### src/rtl/usb_hs_mon_pkg.sv
// Package: shared types for the High-speed handshake monitor.
// Holds the decoded line symbol, the link-presence states and the chirp
// tracker states, plus the line decoder used by the top module.
package usb_hs_mon_pkg;

    // Decoded line symbol seen in one clock cycle.
    typedef enum logic [1:0] {
        SYM_OTHER = 2'd0,
        SYM_SE0   = 2'd1,
        SYM_J     = 2'd2,
        SYM_K     = 2'd3
    } line_sym_e;

    // Link-presence states.
    typedef enum logic [1:0] {
        LNK_UNCONN   = 2'd0,
        LNK_ATTACHED = 2'd1,
        LNK_FIXTURE  = 2'd2,
        LNK_FIX_HS   = 2'd3
    } link_state_e;

    // Chirp handshake tracker states.
    typedef enum logic [2:0] {
        HSK_WAIT_RESET = 3'd0,
        HSK_GOT_RESET  = 3'd1,
        HSK_IN_J       = 3'd2,
        HSK_IN_K       = 3'd3,
        HSK_WAIT_SQ    = 3'd4,
        HSK_HS_ACTIVE  = 3'd5
    } hsk_state_e;

    // Priority decode of the line-state inputs: SE0, then J, then K.
    function automatic line_sym_e decode_line(logic se0, logic j, logic k);
        if (se0)    return SYM_SE0;
        else if (j) return SYM_J;
        else if (k) return SYM_K;
        else        return SYM_OTHER;
    endfunction

endpackage

### src/rtl/usb_line_run_timer.sv
// Module: usb_line_run_timer
// Measures how long the decoded line symbol stays unchanged.
// When the symbol changes, it emits a one-cycle run_end pulse that
// carries the symbol that ended and its length in cycles. It also
// emits a reset_hit pulse in the cycle where an SE0 run reaches
// RESET_CYC. Assumes sym_in is synchronous to clk and RESET_CYC >= 2.
// The run length saturates at SAT_CYC, which is above every limit
// the tracker compares against.
module usb_line_run_timer
    import usb_hs_mon_pkg::*;
#(
    parameter int unsigned LEN_W     = 8,
    parameter int unsigned RESET_CYC = 3,
    parameter int unsigned SAT_CYC   = 129
) (
    input  logic             clk,
    input  logic             rst_n,
    input  line_sym_e        sym_in,
    output line_sym_e        cur_sym,
    output logic             run_end,
    output line_sym_e        ended_sym,
    output logic [LEN_W-1:0] ended_len,
    output logic             reset_hit
);

    localparam logic [LEN_W-1:0] ONE_L  = LEN_W'(1);
    localparam logic [LEN_W-1:0] SAT_L  = LEN_W'(SAT_CYC);
    localparam logic [LEN_W-1:0] RST_M1 = LEN_W'(RESET_CYC - 1);

    line_sym_e        cur_q;
    logic [LEN_W-1:0] len_q;
    logic             sym_change;

    assign sym_change = (sym_in != cur_q);

    // Track the current symbol and the length of its run, saturating.
    always_ff @(posedge clk) begin
        if (!rst_n) begin
            cur_q <= SYM_OTHER;
            len_q <= '0;
        end else if (sym_change) begin
            cur_q <= sym_in;
            len_q <= ONE_L;
        end else if (len_q != SAT_L) begin
            len_q <= len_q + ONE_L;
        end
    end

    // Capture the run that just ended and flag long SE0 runs.
    always_ff @(posedge clk) begin
        if (!rst_n) begin
            run_end   <= 1'b0;
            ended_sym <= SYM_OTHER;
            ended_len <= '0;
            reset_hit <= 1'b0;
        end else begin
            run_end   <= sym_change;
            reset_hit <= (sym_in == SYM_SE0) && (cur_q == SYM_SE0) && (len_q == RST_M1);
            if (sym_change) begin
                ended_sym <= cur_q;
                ended_len <= len_q;
            end
        end
    end

    assign cur_sym = cur_q;

    AST_HIT_ON_SE0: assert property (@(posedge clk) disable iff (!rst_n)
        reset_hit |-> (cur_sym == SYM_SE0));

    AST_END_CHANGES_SYM: assert property (@(posedge clk) disable iff (!rst_n)
        run_end |-> (ended_sym != cur_sym));

endmodule

### src/rtl/usb_link_presence.sv
// Module: usb_link_presence
// Tracks whether anything is attached to the link. A pull-up or a
// compliance fixture is only accepted from the unconnected state, and
// the fixture takes priority when both are seen together. A test
// packet seen after a fixture raises the compliance High-speed
// indication. A disconnect always returns the link to unconnected.
module usb_link_presence
    import usb_hs_mon_pkg::*;
(
    input  logic clk,
    input  logic rst_n,
    input  logic pullup_det,
    input  logic disconnect,
    input  logic fixture_det,
    input  logic test_pkt_seen,
    output logic link_up,
    output logic attached,
    output logic fixture_hs
);

    link_state_e state_q;
    link_state_e state_d;

    // Next-state selection for the presence machine.
    always_comb begin
        state_d = state_q;
        if (disconnect) begin
            state_d = LNK_UNCONN;
        end else begin
            case (state_q)
                LNK_UNCONN: begin
                    if (fixture_det)     state_d = LNK_FIXTURE;
                    else if (pullup_det) state_d = LNK_ATTACHED;
                end
                LNK_FIXTURE: begin
                    if (test_pkt_seen)   state_d = LNK_FIX_HS;
                end
                default: state_d = state_q;
            endcase
        end
    end

    // State register for the presence machine.
    always_ff @(posedge clk) begin
        if (!rst_n) state_q <= LNK_UNCONN;
        else        state_q <= state_d;
    end

    assign link_up    = (state_q != LNK_UNCONN);
    assign attached   = (state_q == LNK_ATTACHED);
    assign fixture_hs = (state_q == LNK_FIX_HS);

    AST_CONN_RISE_CAUSE: assert property (@(posedge clk) disable iff (!rst_n)
        $rose(link_up) |-> $past(pullup_det || fixture_det));

    AST_DISC_DROPS_LINK: assert property (@(posedge clk) disable iff (!rst_n)
        disconnect |=> !link_up);

    AST_FIX_HS_CAUSE: assert property (@(posedge clk) disable iff (!rst_n)
        $rose(fixture_hs) |-> $past(test_pkt_seen));

    AST_FIX_FROM_UNCONN: assert property (@(posedge clk) disable iff (!rst_n)
        (state_q == LNK_FIXTURE && $past(state_q) != LNK_FIXTURE)
            |-> ($past(state_q) == LNK_UNCONN));

endmodule

### src/rtl/usb_hs_chirp_tracker.sv
// Module: usb_hs_chirp_tracker
// Follows the High-speed detection sequence on an attached link: a bus
// reset, then one chirp J and one chirp K, each inside
// [MIN_CYC, MAX_CYC], then squelch. Any departure from that sequence
// sends it back to waiting for a bus reset. A new bus reset, a
// disconnect or loss of attachment clears the High-speed indication.
// Assumes the run events come from usb_line_run_timer.
module usb_hs_chirp_tracker
    import usb_hs_mon_pkg::*;
#(
    parameter int unsigned LEN_W   = 8,
    parameter int unsigned MIN_CYC = 18,
    parameter int unsigned MAX_CYC = 128
) (
    input  logic             clk,
    input  logic             rst_n,
    input  logic             link_clear,
    input  logic             attached,
    input  logic             squelch,
    input  line_sym_e        cur_sym,
    input  logic             run_end,
    input  line_sym_e        ended_sym,
    input  logic [LEN_W-1:0] ended_len,
    input  logic             reset_hit,
    output logic             hs_active
);

    localparam logic [LEN_W-1:0] MIN_L = LEN_W'(MIN_CYC);
    localparam logic [LEN_W-1:0] MAX_L = LEN_W'(MAX_CYC);

    hsk_state_e state_q;
    hsk_state_e state_d;
    logic       chirp_ok;

    // Chirp length check, inclusive at both limits.
    assign chirp_ok = (ended_len >= MIN_L) && (ended_len <= MAX_L);

    // Next-state selection for the handshake sequence.
    always_comb begin
        state_d = state_q;
        if (link_clear || !attached) begin
            state_d = HSK_WAIT_RESET;
        end else if (reset_hit) begin
            state_d = HSK_GOT_RESET;
        end else begin
            case (state_q)
                HSK_GOT_RESET: begin
                    if (run_end)
                        state_d = (ended_sym == SYM_SE0 && cur_sym == SYM_J)
                                  ? HSK_IN_J : HSK_WAIT_RESET;
                end
                HSK_IN_J: begin
                    if (run_end)
                        state_d = (ended_sym == SYM_J && chirp_ok && cur_sym == SYM_K)
                                  ? HSK_IN_K : HSK_WAIT_RESET;
                end
                HSK_IN_K: begin
                    if (run_end)
                        state_d = (ended_sym == SYM_K && chirp_ok)
                                  ? HSK_WAIT_SQ : HSK_WAIT_RESET;
                end
                HSK_WAIT_SQ: begin
                    if (squelch)
                        state_d = HSK_HS_ACTIVE;
                    else if (run_end && (cur_sym == SYM_J || cur_sym == SYM_K))
                        state_d = HSK_WAIT_RESET;
                end
                default: state_d = state_q;
            endcase
        end
    end

    // State register for the handshake sequence.
    always_ff @(posedge clk) begin
        if (!rst_n) state_q <= HSK_WAIT_RESET;
        else        state_q <= state_d;
    end

    assign hs_active = (state_q == HSK_HS_ACTIVE);

    AST_HS_AFTER_SQUELCH: assert property (@(posedge clk) disable iff (!rst_n)
        $rose(hs_active) |-> $past(squelch));

    AST_BUS_RESET_CLEARS: assert property (@(posedge clk) disable iff (!rst_n)
        reset_hit |=> !hs_active);

    AST_K_IN_WINDOW: assert property (@(posedge clk) disable iff (!rst_n)
        (state_q == HSK_WAIT_SQ && $past(state_q) == HSK_IN_K)
            |-> ($past(ended_len) >= MIN_L && $past(ended_len) <= MAX_L));

    AST_CLEAR_DROPS_HS: assert property (@(posedge clk) disable iff (!rst_n)
        link_clear |=> !hs_active);

endmodule

### src/rtl/usb_hs_link_monitor.sv
// Module: usb_hs_link_monitor (top)
// Passive monitor that reports device attachment and High-speed entry
// for one USB 2.0 link. It converts the microsecond limits to cycle
// counts from CLK_FREQ_KHZ, decodes the line-state inputs, and combines
// the normal handshake path and the compliance-fixture path into
// hs_en. Assumes every input is synchronous to clk.
module usb_hs_link_monitor
    import usb_hs_mon_pkg::*;
#(
    parameter int unsigned CLK_FREQ_KHZ = 60000,
    parameter int unsigned CHIRP_MIN_US = 18,
    parameter int unsigned CHIRP_MAX_US = 128,
    parameter int unsigned RESET_MIN_US = 3
) (
    input  logic clk,
    input  logic rst_n,
    input  logic line_se0,
    input  logic line_j,
    input  logic line_k,
    input  logic squelch,
    input  logic pullup_det,
    input  logic disconnect,
    input  logic fixture_det,
    input  logic test_pkt_seen,
    output logic conn_det,
    output logic hs_en
);

    localparam int unsigned MIN_CYC   = (CHIRP_MIN_US * CLK_FREQ_KHZ) / 1000;
    localparam int unsigned MAX_CYC   = (CHIRP_MAX_US * CLK_FREQ_KHZ) / 1000;
    localparam int unsigned RESET_CYC = (RESET_MIN_US * CLK_FREQ_KHZ) / 1000;
    localparam int unsigned SAT_CYC   = ((MAX_CYC > RESET_CYC) ? MAX_CYC : RESET_CYC) + 1;
    localparam int unsigned LEN_W     = $clog2(SAT_CYC + 1);

    line_sym_e        sym_now;
    line_sym_e        cur_sym;
    line_sym_e        ended_sym;
    logic             run_end;
    logic [LEN_W-1:0] ended_len;
    logic             reset_hit;
    logic             link_up;
    logic             attached;
    logic             fixture_hs;
    logic             hs_active;

    // Priority decode of the line-state inputs.
    always_comb begin
        sym_now = decode_line(line_se0, line_j, line_k);
    end

    usb_line_run_timer #(
        .LEN_W     (LEN_W),
        .RESET_CYC (RESET_CYC),
        .SAT_CYC   (SAT_CYC)
    ) u_run_timer (
        .clk       (clk),
        .rst_n     (rst_n),
        .sym_in    (sym_now),
        .cur_sym   (cur_sym),
        .run_end   (run_end),
        .ended_sym (ended_sym),
        .ended_len (ended_len),
        .reset_hit (reset_hit)
    );

    usb_link_presence u_presence (
        .clk           (clk),
        .rst_n         (rst_n),
        .pullup_det    (pullup_det),
        .disconnect    (disconnect),
        .fixture_det   (fixture_det),
        .test_pkt_seen (test_pkt_seen),
        .link_up       (link_up),
        .attached      (attached),
        .fixture_hs    (fixture_hs)
    );

    usb_hs_chirp_tracker #(
        .LEN_W   (LEN_W),
        .MIN_CYC (MIN_CYC),
        .MAX_CYC (MAX_CYC)
    ) u_chirp (
        .clk        (clk),
        .rst_n      (rst_n),
        .link_clear (disconnect),
        .attached   (attached),
        .squelch    (squelch),
        .cur_sym    (cur_sym),
        .run_end    (run_end),
        .ended_sym  (ended_sym),
        .ended_len  (ended_len),
        .reset_hit  (reset_hit),
        .hs_active  (hs_active)
    );

    assign conn_det = link_up;
    assign hs_en    = hs_active | fixture_hs;

    AST_HS_NEEDS_CONN: assert property (@(posedge clk) disable iff (!rst_n)
        hs_en |-> conn_det);

endmodule

### config.mk
export PLATFORM = sky130hd
export DESIGN_NAME = usb_hs_link_monitor
export DESIGN_NICKNAME = d
export VERILOG_FILES = /design/src/rtl/usb_hs_mon_pkg.sv /design/src/rtl/usb_line_run_timer.sv /design/src/rtl/usb_link_presence.sv /design/src/rtl/usb_hs_chirp_tracker.sv /design/src/rtl/usb_hs_link_monitor.sv
export SDC_FILE = /design/constraint.sdc
export NUM_CORES = 1
export LEC_CHECK = 0
export CAP_MARGIN = 20
export CORE_UTILIZATION = 45
export DETAILED_ROUTE_END_ITERATION = 10
export GPL_ROUTABILITY_DRIVEN = 0
export PLACE_DENSITY_LB_ADDON = 0.08
export SETUP_SLACK_MARGIN = 0.4
export SLEW_MARGIN = 20
export SYNTH_ARGS = -nofsm -noshare
export SYNTH_HDL_FRONTEND = slang
export SYNTH_SLANG_ARGS = --single-unit
### constraint.sdc
create_clock -name clk -period 2.1 [get_ports clk]
set_clock_uncertainty 0.15 [all_clocks]
set_input_delay 0.42 -clock clk [delete_from_list [all_inputs] [get_ports clk]]
set_output_delay 0.42 -clock clk [all_outputs]
set_load 0.01 [all_outputs]
==> metrics, run 1 <==
insertion delay to the later sink of the worst-skew pair=0.29 ns; Vias/cell=5.82; Inserted Clock Buffers=5; share of layout cells above drive strength 1=22.6%; fillers=353; Synth Area in Compound Gates=19.4%; fin crit period=1.71 ns; Antenna Nets Post-Route=0; Cell Area, Synth=1800 um2; Critical Path Source Type=flop; RR Endpoint=u_run_timer.len_q[1]; Root Driver=clkbuf_8; Final Hold Fails=0; Worst Reg-to-Reg Cells=5; Most common cell on crit path=o21ai_4; Max-Cap Viols=0; Area Growth Syn to Fin=21.2%; maximum number of pins on one net before global-route repair=19; cell count after synthesis=211; worst slack, placed=-0.119 ns; Yosys warning total=0; critical path's slowest cell=or4_4; HP Start=u_run_timer.ended_len[0]; initial antenna violation count=0; Final HPWL DP=2.94 mm; Synth Area in XOR/XNOR=5.34%; Port Buf Inserts=11; synth unique cells=50; highest clock rate=584 MHz; CP arrival=1.77 ns; CTS tree=done; LEAKAGE=0.000751 uW; Avg WL per Cell=15.3 um; Worst Hold End=u_run_timer.ended_len[0]; Die Span Y=65.3 um; RSZ-0062 raised after global routing=yes; final setup fails=0; multi-input logic area=1040 um2; Tot GR Track Use=22.0%; fin cells=283; Clock Path Buffers=2; Worst Path Required=2.16 ns; Power Dens Cells=613 nW/um2; Worst-path clk slew=0.07 ns; Simple-Gate Fraction of Synth Area=27.4%; syn nets=223; hold path cells=2; Internal Power=1020 uW; Period Utilization, post-route=81.6%; FF-to-FF Start=u_run_timer.cur_sym[1]; FF/Latch Area=753 um2; reg-to-reg slack, setup=0.39 ns; register area share after synthesis=41.1%; fin worst setup slack=0.386 ns; Cell Rows=22; Hold WS=0.319 ns; sequential cell fraction of total power=54.4%; gr ovfl total=0; I/O pin total=12; Post-Route WL=4.34 mm; crit-path cells=or4_4 -> o21ai_4 -> buf_6 -> o21ai_4 -> a211oi_2; Layout Utilization=58.4%; # hold bufs at CTS=0; via count of the first global-routing pass=1,573; final net count=246; Sw Share=24.1%; Switch Pwr=323 uW; DRT iter0 DRCs=85; largest family of logic cells by synthesized area=simple AND/OR/NAND/NOR gates; CP peak stage delay=0.56 ns; Die ar.=4260 um2; Worst VDD drop=466 uV; Clock power frac=35.4%; Starting Density=48.2%; Setup Crit Path Kind=reg2reg; max-slew violations=0; DIE WIDTH=65.3 um; clock sinks=37; Inst Count DP=269; Worst Setup End Kind=flop; Worst Max-Slew Pin Slew=0.369 ns; Inserted Diodes=0; HP Class=reg2reg; combinational share of power=10.3%; Core ar.=3740 um2; Rel. slew slack=75.2%; Seq cells post-synth=37; mux contribution to synthesized area=0%; Post-Synth Adder-Cell Area=1.39%; status=complete, no violations; H-tree Lvls=2; post-route cell area=2180 um2; DRC=0; CP max FO=6; DR pass1 iterations=4; Mean Syn Cell Area=8.54 um2; vias=1,646; first-pass GRT wire length=7.19 mm; placed cell area=1980 um2
cell type report:
class / count / share of cell area (%)
Timing Repair Buffer: 26 / 10.5
Sequential cell: 37 / 34.5
Clock buffer: 8 / 3.67
Inverter: 6 / 1.03
Tap cell: 48 / 2.75
Multi-Input combinational cell: 158 / 47.6
cell usage after synthesis (all sizes together):
library cell  count  area share (%)
a31o              1            0.49
dfxtp            37              41
o211ai            1            0.42
and3b             1            0.49
o21ai            21             6.7
nand4            10             3.5
and4              2            0.97
nor2b             3             1.2
nor3              4             1.1
xnor2             2            0.97
clkbuf            6             1.3
or4bb             1            0.62
a21oi            23             6.8
o21ba             1            0.56
or4               2             1.0
or3b              1            0.49
a221oi            1            0.49
nand3            19             5.3
nor4bb            1            0.56
a211oi            2            0.83
nand4bb           1            0.62
and2              1            0.35
nor2             21             4.4
nor3b             1            0.42
buf               5             2.8
nor4b             2            0.97
o221a             1            0.62
ha                2             1.4
and2b             1            0.42
nand2             5             1.0
nand2b            2            0.69
xor2              9             4.4
or2               1            0.35
o21a              3             1.3
a32o              1            0.56
and3              3             1.0
o22ai             2            0.69
nor4              2            0.69
inv               5             1.0
nand3b            3             1.2
clkinv            1            0.21
power groups by stage:
stage                     logic (uW)  clock network [uW]  registers (uW)
after global routing             149                 514             729
after global placement           111                   0             742
after detailed placement         114                   0             743
after CTS                        128                 477             726
after floorplan                 71.4                   0             739
final                            138                 473             727
cells by family (layout without fill, tap and decap cells):
family,count (synthesis),in the layout
AO/OA/AOI/OAI,57,58
buffers and inverters,17,40
XOR/XNOR,11,11
flip-flops,37,37
AND/OR/NAND/NOR,87,87
adder cells (fa/ha/maj),2,2
sequential cells by signal (all words and copies together), names as in the netlist:
register               flops
u_presence.state_q         2
u_run_timer.cur_sym        2
u_run_timer.run_end        1
u_run_timer.len_q         13
u_run_timer.reset_hit      1
u_chirp.state_q            3
u_run_timer.ended_len     13
u_run_timer.ended_sym      2
cell usage in the layout, fill, tap and decap left out, types with 2 or more instances in the layout:
master,netlist,routed
dfxtp_1,37,29
nor2_1,21,21
nand2_1,5,5
clkbuf_8,0,5
a21oi_1,21,21
o21a_4,0,2
nand4_1,10,10
xor2_1,9,9
ha_1,2,2
nand3b_1,3,3
xnor2_1,2,2
nor4b_1,2,2
o21ai_4,1,3
nand2b_1,2,2
a21oi_2,2,2
o21ai_0,8,6
nor2b_1,2,2
nand3_1,19,19
dfxtp_2,0,7
and3_1,3,2
o21ai_1,11,8
clkbuf_1,5,3
and4_1,2,2
nor4_1,2,2
buf_4,0,11
clkdlybuf4s50_1,0,6
buf_6,4,4
o21ai_2,1,5
nor3_1,4,3
inv_1,5,5
through the flow:
| stage | power [uW] | setup TNS, ns |
|---|---|---|
| 5_1_grt | 1390 | 0 |
| 3_3_place_gp | 854 | -1.41 |
| 3_5_place_dp | 858 | -2.36 |
| 6_report | 1340 | 0 |
| 2_1_floorplan | 810 | 0 |
| 4_1_cts | 1330 | 0 |
worst max-delay path: cells and delay by family (launching register included):
| family | cells | cell delay, ns |
|---|---|---|
| AND/OR/NAND/NOR | 1 | 0.56 |
| AO/OA/AOI/OAI | 3 | 0.45 |
| buffers and inverters | 1 | 0.14 |
| flip-flops | 1 | 0.33 |
metal layers:
metal	wire [um]	up-vias	global-route usage, %
met3	144	15	5.38
met5	0	-	0
li1	-	818	-
met1	1960	786	25.2
met4	123	0	12.0
met2	2120	27	37.5
how the worst max path moves through the flow:
stage                      startpoint                   endpoint  slack (ns)
6_report       u_run_timer.cur_sym[1]       u_run_timer.len_q[1]        0.39
3_3_place_gp                   line_k   u_run_timer.ended_len[0]       -0.09
3_5_place_dp                   line_k  u_run_timer.ended_len[12]       -0.12
5_1_grt        u_run_timer.cur_sym[1]       u_run_timer.len_q[1]        0.32
2_1_floorplan  u_run_timer.cur_sym[1]  u_run_timer.ended_len[10]        0.37
4_1_cts        u_run_timer.cur_sym[1]  u_run_timer.ended_len[12]        0.32
timing repair:
item	4_1_cts	5_1_grt
gates cloned	2	0
setup endpoints to repair	30	29
setup buffers	2	2
resized for setup	24	16
pin swaps	16	8
(Power assumes the default switching activity.)
==> inputs of run 2 (changes only) <==
==> constraint.sdc (replaced) <==
create_clock -name clk -period 1.79 [get_ports clk]
set_clock_uncertainty 0.15 [all_clocks]
set_input_delay 0.358 -clock clk [delete_from_list [all_inputs] [get_ports clk]]
set_output_delay 0.358 -clock clk [all_outputs]
set_load 0.01 [all_outputs]
==> metrics, run 2 (synthesis gave the netlist of run 1 again) <==
CP arrival=1.78 ns; Rel. slew slack=74.8%; Worst-path clk slew=0.07 ns; Worst Setup End Kind=flop; most frequent cells in the layout=30 x dfxtp_1, 23 x buf_4, 20 x nor2_1; initial antenna violation count=0; final setup fails=0; placed cell area=2100 um2; post-route cell area=2330 um2; Antenna Nets Post-Route=0; RSZ-0062 raised after global routing=yes; Critical Path Source Type=flop; crit-path cells=or4_4 -> o21ai_4 -> buf_6 -> o21ai_2 -> a21oi_1; Max-Cap Viols=0; CP max FO=5; Inserted Clock Buffers=5; Root Driver=clkbuf_8; DR pass1 iterations=4; Inserted Diodes=0; Fin Setup TNS=0 ns; Starting Density=48.2%; # hold bufs at CTS=0; highest clock rate=586 MHz; DRT iter0 DRCs=87; gr ovfl total=0; Cell Rows=22; Vias/cell=5.66; Worst Path Required=1.86 ns; biggest registers after layout=u_run_timer.ended_len: 13 flops, u_run_timer.len_q: 13 flops, u_chirp.state_q: 3 flops; vias=1,657; I/O pin total=12; Port Buf Inserts=11; Final Hold Fails=0; CP peak stage delay=0.56 ns; HP Class=reg2reg; worst slack, placed=-0.433 ns; DRC=0; via count of the first global-routing pass=1,659; Area Growth Syn to Fin=29.0%; Tot GR Track Use=23.8%; insertion delay to the later sink of the worst-skew pair=0.29 ns; multi-input logic area=1090 um2; Die ar.=4260 um2; reg-to-reg slack, setup=0.08 ns; family with the most delay on the worst path=simple AND/OR/NAND/NOR gates; FF/Latch Area=752 um2; Die Span Y=65.3 um; Clock Path Buffers=2; H-tree Lvls=2; Final HPWL DP=3.04 mm; Core ar.=3740 um2; fillers=354; Setup Crit Path Kind=reg2reg; Avg WL per Cell=15.1 um; fin crit period=1.71 ns; status=complete, no violations; Power Dens Cells=675 nW/um2; Inst Count DP=282; crit path buf inv count=1; fin cells=293; Post-Route WL=4.42 mm; first-pass GRT wire length=7.66 mm; critical path's slowest cell=or4_4; final net count=258; share of layout cells above drive strength 1=32.2%; Worst VDD drop=579 uV; DIE WIDTH=65.3 um; LEAKAGE=0.000808 uW; CTS tree=done; max-slew violations=0; commonest non-fill, non-tap cell in the layout=dfxtp_1; Worst Max-Slew Pin Slew=0.373 ns; clock sinks=37; Period Utilization, post-route=95.4%; fin worst setup slack=0.0830 ns; maximum number of pins on one net before global-route repair=17
run 2: report_power, final:
part | internal [uW] | switching, uW
Combinational | 87.4 | 93.7
Sequential | 837 | 12.3
Clock | 256 | 284
Total | 1180 | 390
run 2: path summary, 6_finish.rpt:
| path | from | to | cells after the start |
|---|---|---|---|
| worst max-delay path | u_run_timer.cur_sym[1] | u_run_timer.ended_len[4] | 5 |
| worst min-delay path | u_run_timer.ended_len[7] | u_run_timer.ended_len[7] | 2 |
| worst max register to register | u_run_timer.cur_sym[1] | u_run_timer.ended_len[4] | 5 |
| worst min register to register | u_run_timer.ended_len[7] | u_run_timer.ended_len[7] | 2 |
run 2: per-stage QoR:
step                total power, uW  utilization [%]  hold WS (ns)
detailed placement             1020             56.0         0.321
CTS                            1570             60.6         0.310
global route                   1630             62.1         0.351
floorplan                       952                -         0.287
finish                         1570             62.1         0.324
global placement               1020             56.0         0.317
run 2: final cells by class:
| type | count | share of cell area (%) |
|---|---|---|
| Multi-Input combinational cell | 157 | 46.7 |
| Sequential cell | 37 | 32.3 |
| Timing Repair Buffer | 39 | 14.2 |
| Clock buffer | 5 | 2.96 |
| Tap cell | 48 | 2.58 |
| Inverter | 6 | 0.968 |
| Clock inverter | 1 | 0.215 |
run 2: what timing repair did:
action                                  CTS  global route
resized for setup                        37            17
cloned                                    1             0
setup buffers                             2             2
pin swaps                                23            15
endpoints found under the setup margin   35            35
run 2: routing by layer:
metal / wire length, um / global-route usage, % / share of wire [%] / vias to the layer above
met5: 0 / 0 / 0 / -
met4: 91 / 9.24 / 2.1 / 0
met3: 127 / 5.73 / 2.9 / 10
met2: 2280 / 40.5 / 52 / 23
met1: 1920 / 28.6 / 43 / 787
li1: - / - / - / 837
run 2: worst register-to-register path, stage by stage, from the launching register on:
cell and delay, ns:
dfxtp_2 0.32, or4_4 0.56, o21ai_4 0.24, buf_6 0.17
o21ai_2 0.06, a21oi_1 0.13
